--- src/rtl/ir_carrier_gen.sv ---
module ir_carrier_gen #(
  parameter int CNT_W = 7
) (
  input  logic       clk,
  input  logic       rst_n,
  input  logic       mode_load,
  input  logic [3:0] mode_val,
  input  logic       pin_set,
  input  logic       pin_clr,
  input  logic       stop,
  output logic       out_en,
  output logic       drv_on
);

  localparam logic [2:0] STATIC_MODE = 3'd5;

  function automatic logic [CNT_W-1:0] period_of(input logic [2:0] m);
    case (m)
      3'd0, 3'd1, 3'd6: period_of = CNT_W'(96);
      3'd2, 3'd3:       period_of = CNT_W'(64);
      3'd4:             period_of = CNT_W'(88);
      3'd7:             period_of = CNT_W'(92);
      default:          period_of = CNT_W'(1);
    endcase
  endfunction

  function automatic logic [CNT_W-1:0] active_of(input logic [2:0] m);
    case (m)
      3'd0:       active_of = CNT_W'(48);
      3'd1, 3'd2: active_of = CNT_W'(32);
      3'd3:       active_of = CNT_W'(16);
      3'd4:       active_of = CNT_W'(32);
      3'd6:       active_of = CNT_W'(24);
      3'd7:       active_of = CNT_W'(46);
      default:    active_of = CNT_W'(1);
    endcase
  endfunction

  logic [2:0]       mode_q;
  logic             latch_q;
  logic [CNT_W-1:0] cnt_q;

  wire running  = latch_q & ~stop & (mode_q != STATIC_MODE);
  wire cnt_wrap = (cnt_q == period_of(mode_q) - CNT_W'(1));

  always_ff @(posedge clk or negedge rst_n) begin
    if (!rst_n) begin
      mode_q  <= 3'd0;
      latch_q <= 1'b0;
      cnt_q   <= '0;
    end else begin
      if (mode_load) mode_q <= mode_val[2:0];
      if (pin_clr)      latch_q <= 1'b0;
      else if (pin_set) latch_q <= 1'b1;
      if (mode_load || !running || cnt_wrap) cnt_q <= '0;
      else                                   cnt_q <= cnt_q + CNT_W'(1);
    end
  end

  assign out_en = latch_q & ~stop;
  assign drv_on = out_en & ((mode_q == STATIC_MODE) | (cnt_q < active_of(mode_q)));

endmodule

--- config.mk ---
export PLATFORM = sky130hd
export DESIGN_NAME = ir_carrier_gen
export DESIGN_NICKNAME = d
export VERILOG_FILES = /design/src/rtl/ir_carrier_gen.sv
export SDC_FILE = /design/constraint.sdc
export NUM_CORES = 1
export LEC_CHECK = 0
export CAP_MARGIN = 20
export CORE_MARGIN = 2
export CORE_UTILIZATION = 50
export DETAILED_ROUTE_END_ITERATION = 10
export DONT_BUFFER_PORTS = 1
export SYNTH_ARGS = -nofsm -noshare
export SYNTH_HDL_FRONTEND = slang
export SYNTH_SLANG_ARGS = --single-unit
--- constraint.sdc ---
create_clock -name clk -period 4.75 [get_ports clk]
set_clock_uncertainty 0.1 [all_clocks]
set_input_delay 0.95 -clock clk [delete_from_list [all_inputs] [get_ports clk]]
set_output_delay 0.95 -clock clk [all_outputs]
set_load 0.02 [all_outputs]
==> results of run 1 <==
## registers in the layout, indices dropped and copies added (netlist names)
name	flops
latch_q	1
cnt_q	7
mode_q	3
## power by group
part / switching [mW] / leakage (nW) / internal, mW
sequential: 0.00641 / 0.146 / 0.0969
combinational: 0.0146 / 0.184 / 0.0118
clock: 0.0320 / 0.0150 / 0.0326
total: 0.0530 / 0.345 / 0.141
## routing by layer
metal	vias up	share of wire [%]	global-route usage [%]
li1	279	-	-
met1	241	48	22.84
met2	4	46	23.13
met3	5	2.0	3.913
met4	0	3.1	11.61
met5	-	0	0
## layout make-up
| cell class | instances | area (um2) | share of cell area, % |
|---|---|---|---|
| Clock buffer | 4 | 26.28 | 3.535 |
| Inverter | 4 | 15.01 | 2.020 |
| Sequential cell | 11 | 275.3 | 37.04 |
| Multi-Input combinational cell | 62 | 407.9 | 54.88 |
| Tap cell | 15 | 18.77 | 2.525 |
## worst paths after layout
kind,startpoint,end,slack [ps],cells after the start
worst max-delay path,mode_q[2]$_DFFE_PN0P_,drv_on,1280,7
worst min-delay path,rst_n,latch_q$_DFFE_PN0P_,260,0
worst max register to register,mode_q[2]$_DFFE_PN0P_,cnt_q[5]$_DFF_PN0_,3110,5
worst min register to register,cnt_q[0]$_DFF_PN0_,cnt_q[0]$_DFF_PN0_,380,1
max in group asynchronous,rst_n,cnt_q[2]$_DFF_PN0_,4220,0
min in group clk,cnt_q[0]$_DFF_PN0_,cnt_q[0]$_DFF_PN0_,380,1
## worst reg2reg max path, cell delays in order (launching register included)
cell,delay [ps]
dfrtp_1,500
and4bb_1,250
a22oi_1,170
o21ai_1,120
a211o_1,310
a21oi_2,130
## synthesized netlist by cell type, types with 2 or more instances
master    n
a211o_1   2
a21oi_1   3
dfrtp_1  11
ha_1      6
inv_1     4
nand2_1   9
nand3_1   4
nor2_1   12
o21ai_0   4
xnor2_1   3
xor2_1    4
## stage by stage
stage               hold slack, ps  cell area, um2
floorplan                    344.7           710.7
global placement             373.1           716.9
detailed placement           377.6           716.9
CTS                          254.8           743.2
global route                 245.9           743.2
finish                       263.0           743.2
## cells by family (layout without fill, tap and decap cells)
| kind of cell | count (synthesis) | count (layout) | share of synthesized area [%] |
|---|---|---|---|
| xor+xnor | 7 | 7 | 8.627 |
| flops | 11 | 11 | 38.73 |
| compound gates | 16 | 16 | 14.61 |
| buf+inv | 6 | 8 | 3.872 |
| mux | 1 | 1 | 1.584 |
| simple gates | 32 | 32 | 22.01 |
| fa+ha+maj | 6 | 6 | 10.56 |
==> impl_metrics.json, run 1 <==
{
  "status": "finished clean",
  "syn_to_final_growth_pct": 4.577,
  "synth.yosys.warnings": 0,
  "finalPower_mw": 0.1943,
  "ant_nets": 0,
  "dp_hpwl_um": 958.1,
  "drt_pass1_iterations": 4,
  "p_leak_nw": 0.3453,
  "hold_viol": 0,
  "fillers": 120,
  "power_density_nw_per_um2": 261.5,
  "synth.top_cell.area_share_pct": 38.73,
  "synth_flop_cell": "dfrtp_1",
  "fin_crit_sh_pct": 72.96,
  "synth.net_count": 95,
  "seq_area_frac_synth_pct": 38.73,
  "endpoint_kind": "primary output",
  "finalNonFillerCells": 96,
  "final_common_cell": "nor2_1",
  "cts_hold_buf": 0,
  "fin_util_pct": 56.41,
  "setup_tns_ps": 0,
  "vias": 529,
  "drive_above_1_share_pct": 7.407,
  "dieHeight_um": 41.70,
  "layout_common_cells": "12 x nor2_1, 11 x dfrtp_1, 9 x nand2_1, 6 x ha_1",
  "diodes": 0,
  "maxSlewHeadroom_pct": 70.06,
  "start_util_pct": 53.94,
  "coreArea_um2": 1318,
  "slowest_delay_ps": 530,
  "synth_top_area_cell": "dfrtp_1",
  "grt_pass1_wl_mm": 2.139,
  "dieArea_um2": 1739,
  "maxCapViolations": 0,
  "ys_types": 28,
  "fin_crit_ps": 3465,
  "cts_resized": 0,
  "critPathMaxFanout": 13,
  "grt_max_degree": 14,
  "clockBufferDepth": 2,
  "slowest_stage": "dfrtp_1",
  "rows": 13,
  "finalSetupViolCount": 0,
  "layout.nets": 98,
  "synth.avg_cell_area_um2": 8.996,
  "grt_pass1_vias": 487,
  "pin_count": 12,
  "slew_violations": 0,
  "worstPathCellList": "nand3_1 > ha_1 > o21a_1 > o211ai_1 > nand2_1 > a211o_1 > a21oi_1",
  "crit_family": "compound AO/OA/AOI/OAI gates",
  "io_buffer_count": 0,
  "drt-initial-drc-count": 7,
  "setup_ws_ps": 1285,
  "synth_area_um2": 710.7,
  "die_w_um": 41.70,
  "cts_sinks": 11,
  "cts_tree": "yes",
  "fmaxAchievable_ghz": 0.2886,
  "synth_edf_count": 0,
  "place_ws_ps": 1572,
  "critical_path_class": "reg2out",
  "post_cts_buffers": 0,
  "worst_pin_slew_ps": 450.5,
  "htree_levels": 1,
  "async_flop_share_pct": 100.0,
  "path_clk_slew_ps": 70,
  "clock-root-buffer": "clkbuf_4",
  "antenna_found_initial": 0,
  "ir_worst_vdd_uv": 165.3,
  "rsz0062_at_grt": "no",
  "dp.cells": 92,
  "netlist_instances": 79,
  "start_kind": "flip-flop",
  "wl_mm": 1.226,
  "clk_latency_ps": 270,
  "crit_buf_inv": 0,
  "synth.area.top_cells": "dfrtp_1 39%, ha_1 11%, nor2_1 6.3%, xor2_1 4.9%, nand2_1 4.8%",
  "wire_per_inst_um": 12.77,
  "gr-usage-all-layers_pct": 16.73,
  "gp_congestion": 0.7391,
  "worstPathRequired_ps": 3700,
  "cts_buffers": 3,
  "cp.arrival_ps": 2420,
  "gr-total-overflow": 0,
  "ys_seq_elements": 11,
  "hold_class": "in2async",
  "route.detailed.drc": 0,
  "viasPerCell": 5.510
}
No activity file was read; power rests on OpenSTA's default activity.
==> run 2: changes to the inputs <==
--- a/config.mk
+++ b/config.mk
@@ -5,11 +5,13 @@
 export SDC_FILE = /design/constraint.sdc
 export NUM_CORES = 1
 export LEC_CHECK = 0
+export ABC_AREA = 1
 export CAP_MARGIN = 20
 export CORE_MARGIN = 2
 export CORE_UTILIZATION = 50
 export DETAILED_ROUTE_END_ITERATION = 10
 export DONT_BUFFER_PORTS = 1
+export PLACE_DENSITY = 0.68
 export SYNTH_ARGS = -nofsm -noshare
 export SYNTH_HDL_FRONTEND = slang
 export SYNTH_SLANG_ARGS = --single-unit
==> constraint.sdc (replaced) <==
create_clock -name clk -period 2.9 [get_ports clk]
set_clock_uncertainty 0.1 [all_clocks]
set_input_delay 0.58 -clock clk [delete_from_list [all_inputs] [get_ports clk]]
set_output_delay 0.58 -clock clk [all_outputs]
set_load 0.02 [all_outputs]
==> run 2 against run 1 <==
Against the previous run: clock power rose by 53%; flip-flop and latch count did not move; worst setup slack got worse by 1100 ps; first-iteration DRC count up 57%; worst hold slack improved by 19 ps; via count rose by 21%; cell count grew 31%; utilization up 3.4 points; critical path depth grew 4; area after synthesis rose by 4.0%; routed wire length up 12%; critical endpoint unchanged; largest cell class unchanged; largest power group unchanged.
==> impl_metrics.json, run 2 <==
{
  "status": "finished clean",
  "io_buffer_count": 0,
  "clockBufferDepth": 2,
  "ir_worst_vdd_uv": 303.9,
  "fin_crit_ps": 2717,
  "synth_top_area_cell": "dfrtp_1",
  "drive_above_1_share_pct": 5.405,
  "seq_area_frac_synth_pct": 37.23,
  "place_ws_ps": 361.0,
  "netlist_instances": 106,
  "synth_flop_cell": "dfrtp_1",
  "final_common_cell": "nand2_1",
  "fin_util_pct": 59.85,
  "synth_common_cells": "31 x nand2_1, 19 x nor2_1, 13 x inv_1",
  "gp_congestion": 0.8437,
  "dieArea_um2": 1802,
  "critical_path_class": "reg2out",
  "dieHeight_um": 42.46,
  "synth.yosys.warnings": 0,
  "regMostFlops": "cnt_q",
  "pin_count": 12,
  "clk_latency_ps": 260,
  "synth-simple-area-share_pct": 34.69,
  "drt-initial-drc-count": 11,
  "gr-usage-all-layers_pct": 16.79,
  "slew_violations": 0,
  "grt_max_degree": 12,
  "grt_pass1_wl_mm": 2.318,
  "synth-compound-area-share_pct": 5.415,
  "critPathMostFrequentCell": "nand2_1",
  "power_density_nw_per_um2": 395.6,
  "drt_pass1_iterations": 4,
  "worst_pin_slew_ps": 486.3,
  "rows": 13,
  "clock-root-buffer": "clkbuf_4",
  "fillers": 132,
  "dp_hpwl_mm": 1.091,
  "maxSlewHeadroom_pct": 67.47,
  "synth.area.top_cells": "dfrtp_1 37%, nand2_1 16%, ha_1 10%, nor2_1 9.6%, inv_1 6.6%",
  "worstPathCellList": "inv_1 > nand2_2 > nand2_1 > nand2_1 > nand2_1 > ha_1 > a21oi_1 > nor2_1 > nor3_1 > nand2_1 > a21oi_2",
  "finalSetupViolCount": 0,
  "start_util_pct": 55.44,
  "syn_to_final_growth_pct": 7.953,
  "yosysMostFrequentCell": "nand2_1",
  "route.detailed.drc": 0,
  "wire_per_inst_um": 10.87,
  "synth.net_count": 122,
  "rsz0062_at_grt": "no",
  "worstPathRequired_ps": 2220,
  "seq_area_um2": 275.3,
  "wl_mm": 1.370,
  "synth_xor_area_share_pct": 5.922,
  "synth_area_um2": 739.5,
  "start_kind": "flip-flop",
  "async_flop_share_pct": 100.0,
  "antenna_found_initial": 0,
  "synthMuxAreaShare_pct": 0,
  "holdWs_ps": 282.3,
  "cts_tree": "yes",
  "hold_viol": 0,
  "path_clk_slew_ps": 60,
  "ys_types": 13,
  "maxCapViolations": 0,
  "multi_input_area_um2": 419.2,
  "die_w_um": 42.46,
  "synthAdderAreaFrac_pct": 10.15,
  "setup_ws_ps": 183.5,
  "layout.nets": 128,
  "fin_crit_sh_pct": 93.67,
  "slowest_stage": "dfrtp_1",
  "hold_class": "in2reg",
  "synth.top_cell.area_share_pct": 37.23,
  "endpoint_kind": "primary output",
  "vias": 640,
  "cts_sinks": 11,
  "diodes": 0,
  "p_leak_nw": 0.4054,
  "cts_buffers": 3,
  "finalPower_mw": 0.3158,
  "grt_pass1_vias": 566,
  "cp.arrival_ps": 2040,
  "ant_nets": 0,
  "ys_seq_elements": 11,
  "viasPerCell": 5.079,
  "slowest_delay_ps": 420,
  "htree_levels": 1,
  "coreArea_um2": 1334,
  "synth_edf_count": 0,
  "synth_top_family_by_area": "simple AND/OR/NAND/NOR gates",
  "reg_top3": "cnt_q x7, mode_q x3, latch_q x1",
  "fmaxAchievable_ghz": 0.3681,
  "setup_tns_ps": 0,
  "largest_reg_flops": 7,
  "layout_common_cells": "31 x nand2_1, 19 x nor2_1, 13 x inv_1, 11 x dfrtp_1, 7 x nand3_1",
  "gr-total-overflow": 0,
  "synth.avg_cell_area_um2": 6.976,
  "critPathMaxFanout": 5
}
run 2: path summary, 6_finish.rpt:
kind                                       start               endpoint  slack, ps  depth (start not counted)
max                        mode_q[2]$_DFFE_PN0P_                 drv_on        180                         11
min                                      pin_clr    latch_q$_DFFE_PN0P_        280                          1
max reg2reg                  latch_q$_DFFE_PN0P_     cnt_q[5]$_DFF_PN0_       1360                          6
min reg2reg                  latch_q$_DFFE_PN0P_    latch_q$_DFFE_PN0P_        410                          2
max in group asynchronous                  rst_n  mode_q[0]$_DFFE_PN0P_       1750                          1
min in group asynchronous                  rst_n     cnt_q[1]$_DFF_PN0_        620                          1
run 2: routing by layer:
layer / vias up / track usage (%) / wire length [um] / share of wire (%)
li1: 344 / - / - / -
met1: 288 / 21.72 / 682 / 50
met2: 6 / 28.31 / 647 / 47
met3: 2 / 1.293 / 27 / 2.0
met4: 0 / 7.500 / 12 / 0.88
met5: - / 0 / 0 / 0
run 2: per-stage QoR:
| stage | std cells | cell area (um2) |
|---|---|---|
| after detailed placement | 121 | 758.2 |
| final | 126 | 798.3 |
| after global placement | 121 | 758.2 |
| after CTS | 126 | 794.5 |
| after global routing | 126 | 798.3 |
| after floorplan | 106 | 739.5 |
run 2: power breakdown:
| part | internal, mW | switching, mW |
|---|---|---|
| sequential | 0.159 | 0.00716 |
| combinational | 0.0172 | 0.0341 |
| clock | 0.0530 | 0.0456 |
run 2: repair_timing:
item,CTS,global route
hold buffers,1,0
hold endpoints to repair,11,0
setup buffers,0,0
resized for setup,0,1
setup endpoints to repair,0,1
run 2: cell type report:
class | count | share of cell area [%]
well taps | 15 | 2.351
inverters | 13 | 6.113
multi-input cells | 82 | 52.51
flip-flops and latches | 11 | 34.48
repair buffers | 1 | 1.254
clock buffers | 4 | 3.292
run 2: logic make-up (layout without fill, tap and decap cells):
family	Yosys count	count (layout)
XOR/XNOR	5	5
flip-flops	11	11
AND/OR/NAND/NOR	63	63
adder cells (fa/ha/maj)	6	6
buffers and inverters	13	18
AO/OA/AOI/OAI	8	8
run 2: critical path, delay by kind of cell, from the launching register on:
family          cells  cell delay [ps]
compound gates      2              400
fa+ha+maj           1              280
flops               1              420
simple gates        7              580
buf+inv             1              110
==> run 3: changes to the inputs <==
--- a/config.mk
+++ b/config.mk
@@ -11,6 +11,7 @@
 export CORE_UTILIZATION = 50
 export DETAILED_ROUTE_END_ITERATION = 10
 export DONT_BUFFER_PORTS = 1
+export MAX_ROUTING_LAYER = met4
 export PLACE_DENSITY = 0.68
 export SYNTH_ARGS = -nofsm -noshare
 export SYNTH_HDL_FRONTEND = slang
==> run 3 against run 2 <==
Against the previous run: first-iteration DRC count is the same; worst hold slack is essentially flat; via count did not move; die area unchanged; largest cell class unchanged; clock-buffer cell count did not move; combinational power is essentially flat; global-route usage is 0.46 points higher; critical endpoint unchanged; sequential share of layout area unchanged; cell area unchanged; fmax about the same.
==> impl_metrics.json, run 3 (synthesized netlist as in run 2, its figures left out) <==
{
  "slowest_delay_ps": 420,
  "critPathMaxFanout": 5,
  "critPathMostFrequentCell": "nand2_1",
  "die_w_um": 42.46,
  "ant_nets": 0,
  "dieHeight_um": 42.46,
  "slowest_stage": "dfrtp_1",
  "worstPathRequired_ps": 2220,
  "maxCapViolations": 0,
  "grt_max_degree": 12,
  "pin_count": 12,
  "setup_tns_ps": 0,
  "clk_latency_ps": 260,
  "finalPower_mw": 0.3159,
  "wl_mm": 1.370,
  "p_leak_nw": 0.4054,
  "layout_common_cells": "31 x nand2_1, 19 x nor2_1, 13 x inv_1, 11 x dfrtp_1, 7 x nand3_1",
  "cp.arrival_ps": 2040,
  "gp_congestion": 0.8569,
  "syn_to_final_growth_pct": 7.953,
  "finalSetupViolCount": 0,
  "hold_class": "in2reg",
  "cts_sinks": 11,
  "rows": 13,
  "path_clk_slew_ps": 60,
  "largest_reg_flops": 7,
  "cts_tree": "yes",
  "endpoint_kind": "primary output",
  "gr-usage-all-layers_pct": 17.25,
  "htree_levels": 1,
  "final_common_cell": "nand2_1",
  "coreArea_um2": 1334,
  "clockBufferDepth": 2,
  "gr-total-overflow": 0,
  "slew_violations": 0,
  "rsz0062_at_grt": "no",
  "crit_family": "simple AND/OR/NAND/NOR gates",
  "finalNonFillerCells": 126,
  "fin_crit_ps": 2717,
  "vias": 640,
  "worst_pin_slew_ps": 486.5,
  "grt_pass1_wl_mm": 2.318,
  "post_cts_buffers": 0,
  "layout.nets": 128,
  "cts_buffers": 3,
  "fin_util_pct": 59.85,
  "worstPathCellList": "inv_1 > nand2_2 > nand2_1 > nand2_1 > nand2_1 > ha_1 > a21oi_1 > nor2_1 > nor3_1 > nand2_1 > a21oi_2",
  "drt_pass1_iterations": 4,
  "drt-initial-drc-count": 11,
  "fmaxAchievable_ghz": 0.3681,
  "drive_above_1_share_pct": 5.405,
  "ir_worst_vdd_uv": 303.9,
  "start_util_pct": 55.44,
  "dp.cells": 121,
  "grt_pass1_vias": 567,
  "route.detailed.drc": 0,
  "hold_viol": 0,
  "antenna_found_initial": 0,
  "crit_buf_inv": 1,
  "power_density_nw_per_um2": 395.7,
  "viasPerCell": 5.079,
  "start_kind": "flip-flop",
  "clock-root-buffer": "clkbuf_4",
  "io_buffer_count": 0,
  "dieArea_um2": 1802,
  "diodes": 0,
  "critical_path_class": "reg2out",
  "status": "finished clean",
  "reg_top3": "cnt_q x7, mode_q x3, latch_q x1",
  "regMostFlops": "cnt_q",
  "dp_hpwl_mm": 1.091,
  "fin_crit_sh_pct": 93.67,
  "wire_per_inst_um": 10.87,
  "maxSlewHeadroom_pct": 67.46
}
## run 3: path summary, 6_finish.rpt
check | startpoint | end | slack, ps | depth (start not counted)
setup / recovery | mode_q[2]$_DFFE_PN0P_ | drv_on | 180 | 11
hold / removal | pin_clr | latch_q$_DFFE_PN0P_ | 280 | 1
setup reg to reg | latch_q$_DFFE_PN0P_ | cnt_q[5]$_DFF_PN0_ | 1360 | 6
hold reg to reg | latch_q$_DFFE_PN0P_ | latch_q$_DFFE_PN0P_ | 410 | 2
max in group asynchronous | rst_n | mode_q[0]$_DFFE_PN0P_ | 1750 | 1
min in group asynchronous | rst_n | cnt_q[1]$_DFF_PN0_ | 620 | 1
## run 3: layout make-up
| class | instances | area [um2] |
|---|---|---|
| fill | 132 | 535.5 |
| multi-input combinational | 82 | 419.2 |
| sequential | 11 | 275.3 |
| inverter | 13 | 48.80 |
| clock buffer | 4 | 26.28 |
| tap | 15 | 18.77 |
| timing repair buffer | 1 | 10.01 |
## run 3: report_power, final
group / switching (mW) / total (mW) / internal, mW
Clock: 0.0456 / 0.0987 / 0.0530
Combinational: 0.0341 / 0.0514 / 0.0172
Sequential: 0.00716 / 0.166 / 0.159
Total: 0.0869 / 0.316 / 0.229
## run 3: repair_timing
action	CTS	global route
endpoints found under the hold margin	11	0
hold buffers	1	0
resized for setup	0	1
endpoints found under the setup margin	0	1
## run 3: layer usage
layer,GRT usage [%],routed length [um]
met3,1.293,27
met1,21.72,682
met2,28.31,647
met5,-,0
met4,7.500,12
## run 3: stage by stage
step	hold WS, ps	setup slack (ps)	area, um2
2_1_floorplan	184.4	534.0	739.5
3_3_place_gp	184.6	375.1	758.2
3_5_place_dp	184.6	361.0	758.2
4_1_cts	274.0	72.03	794.5
5_1_grt	275.6	2.823	798.3
6_report	282.2	183.4	798.3
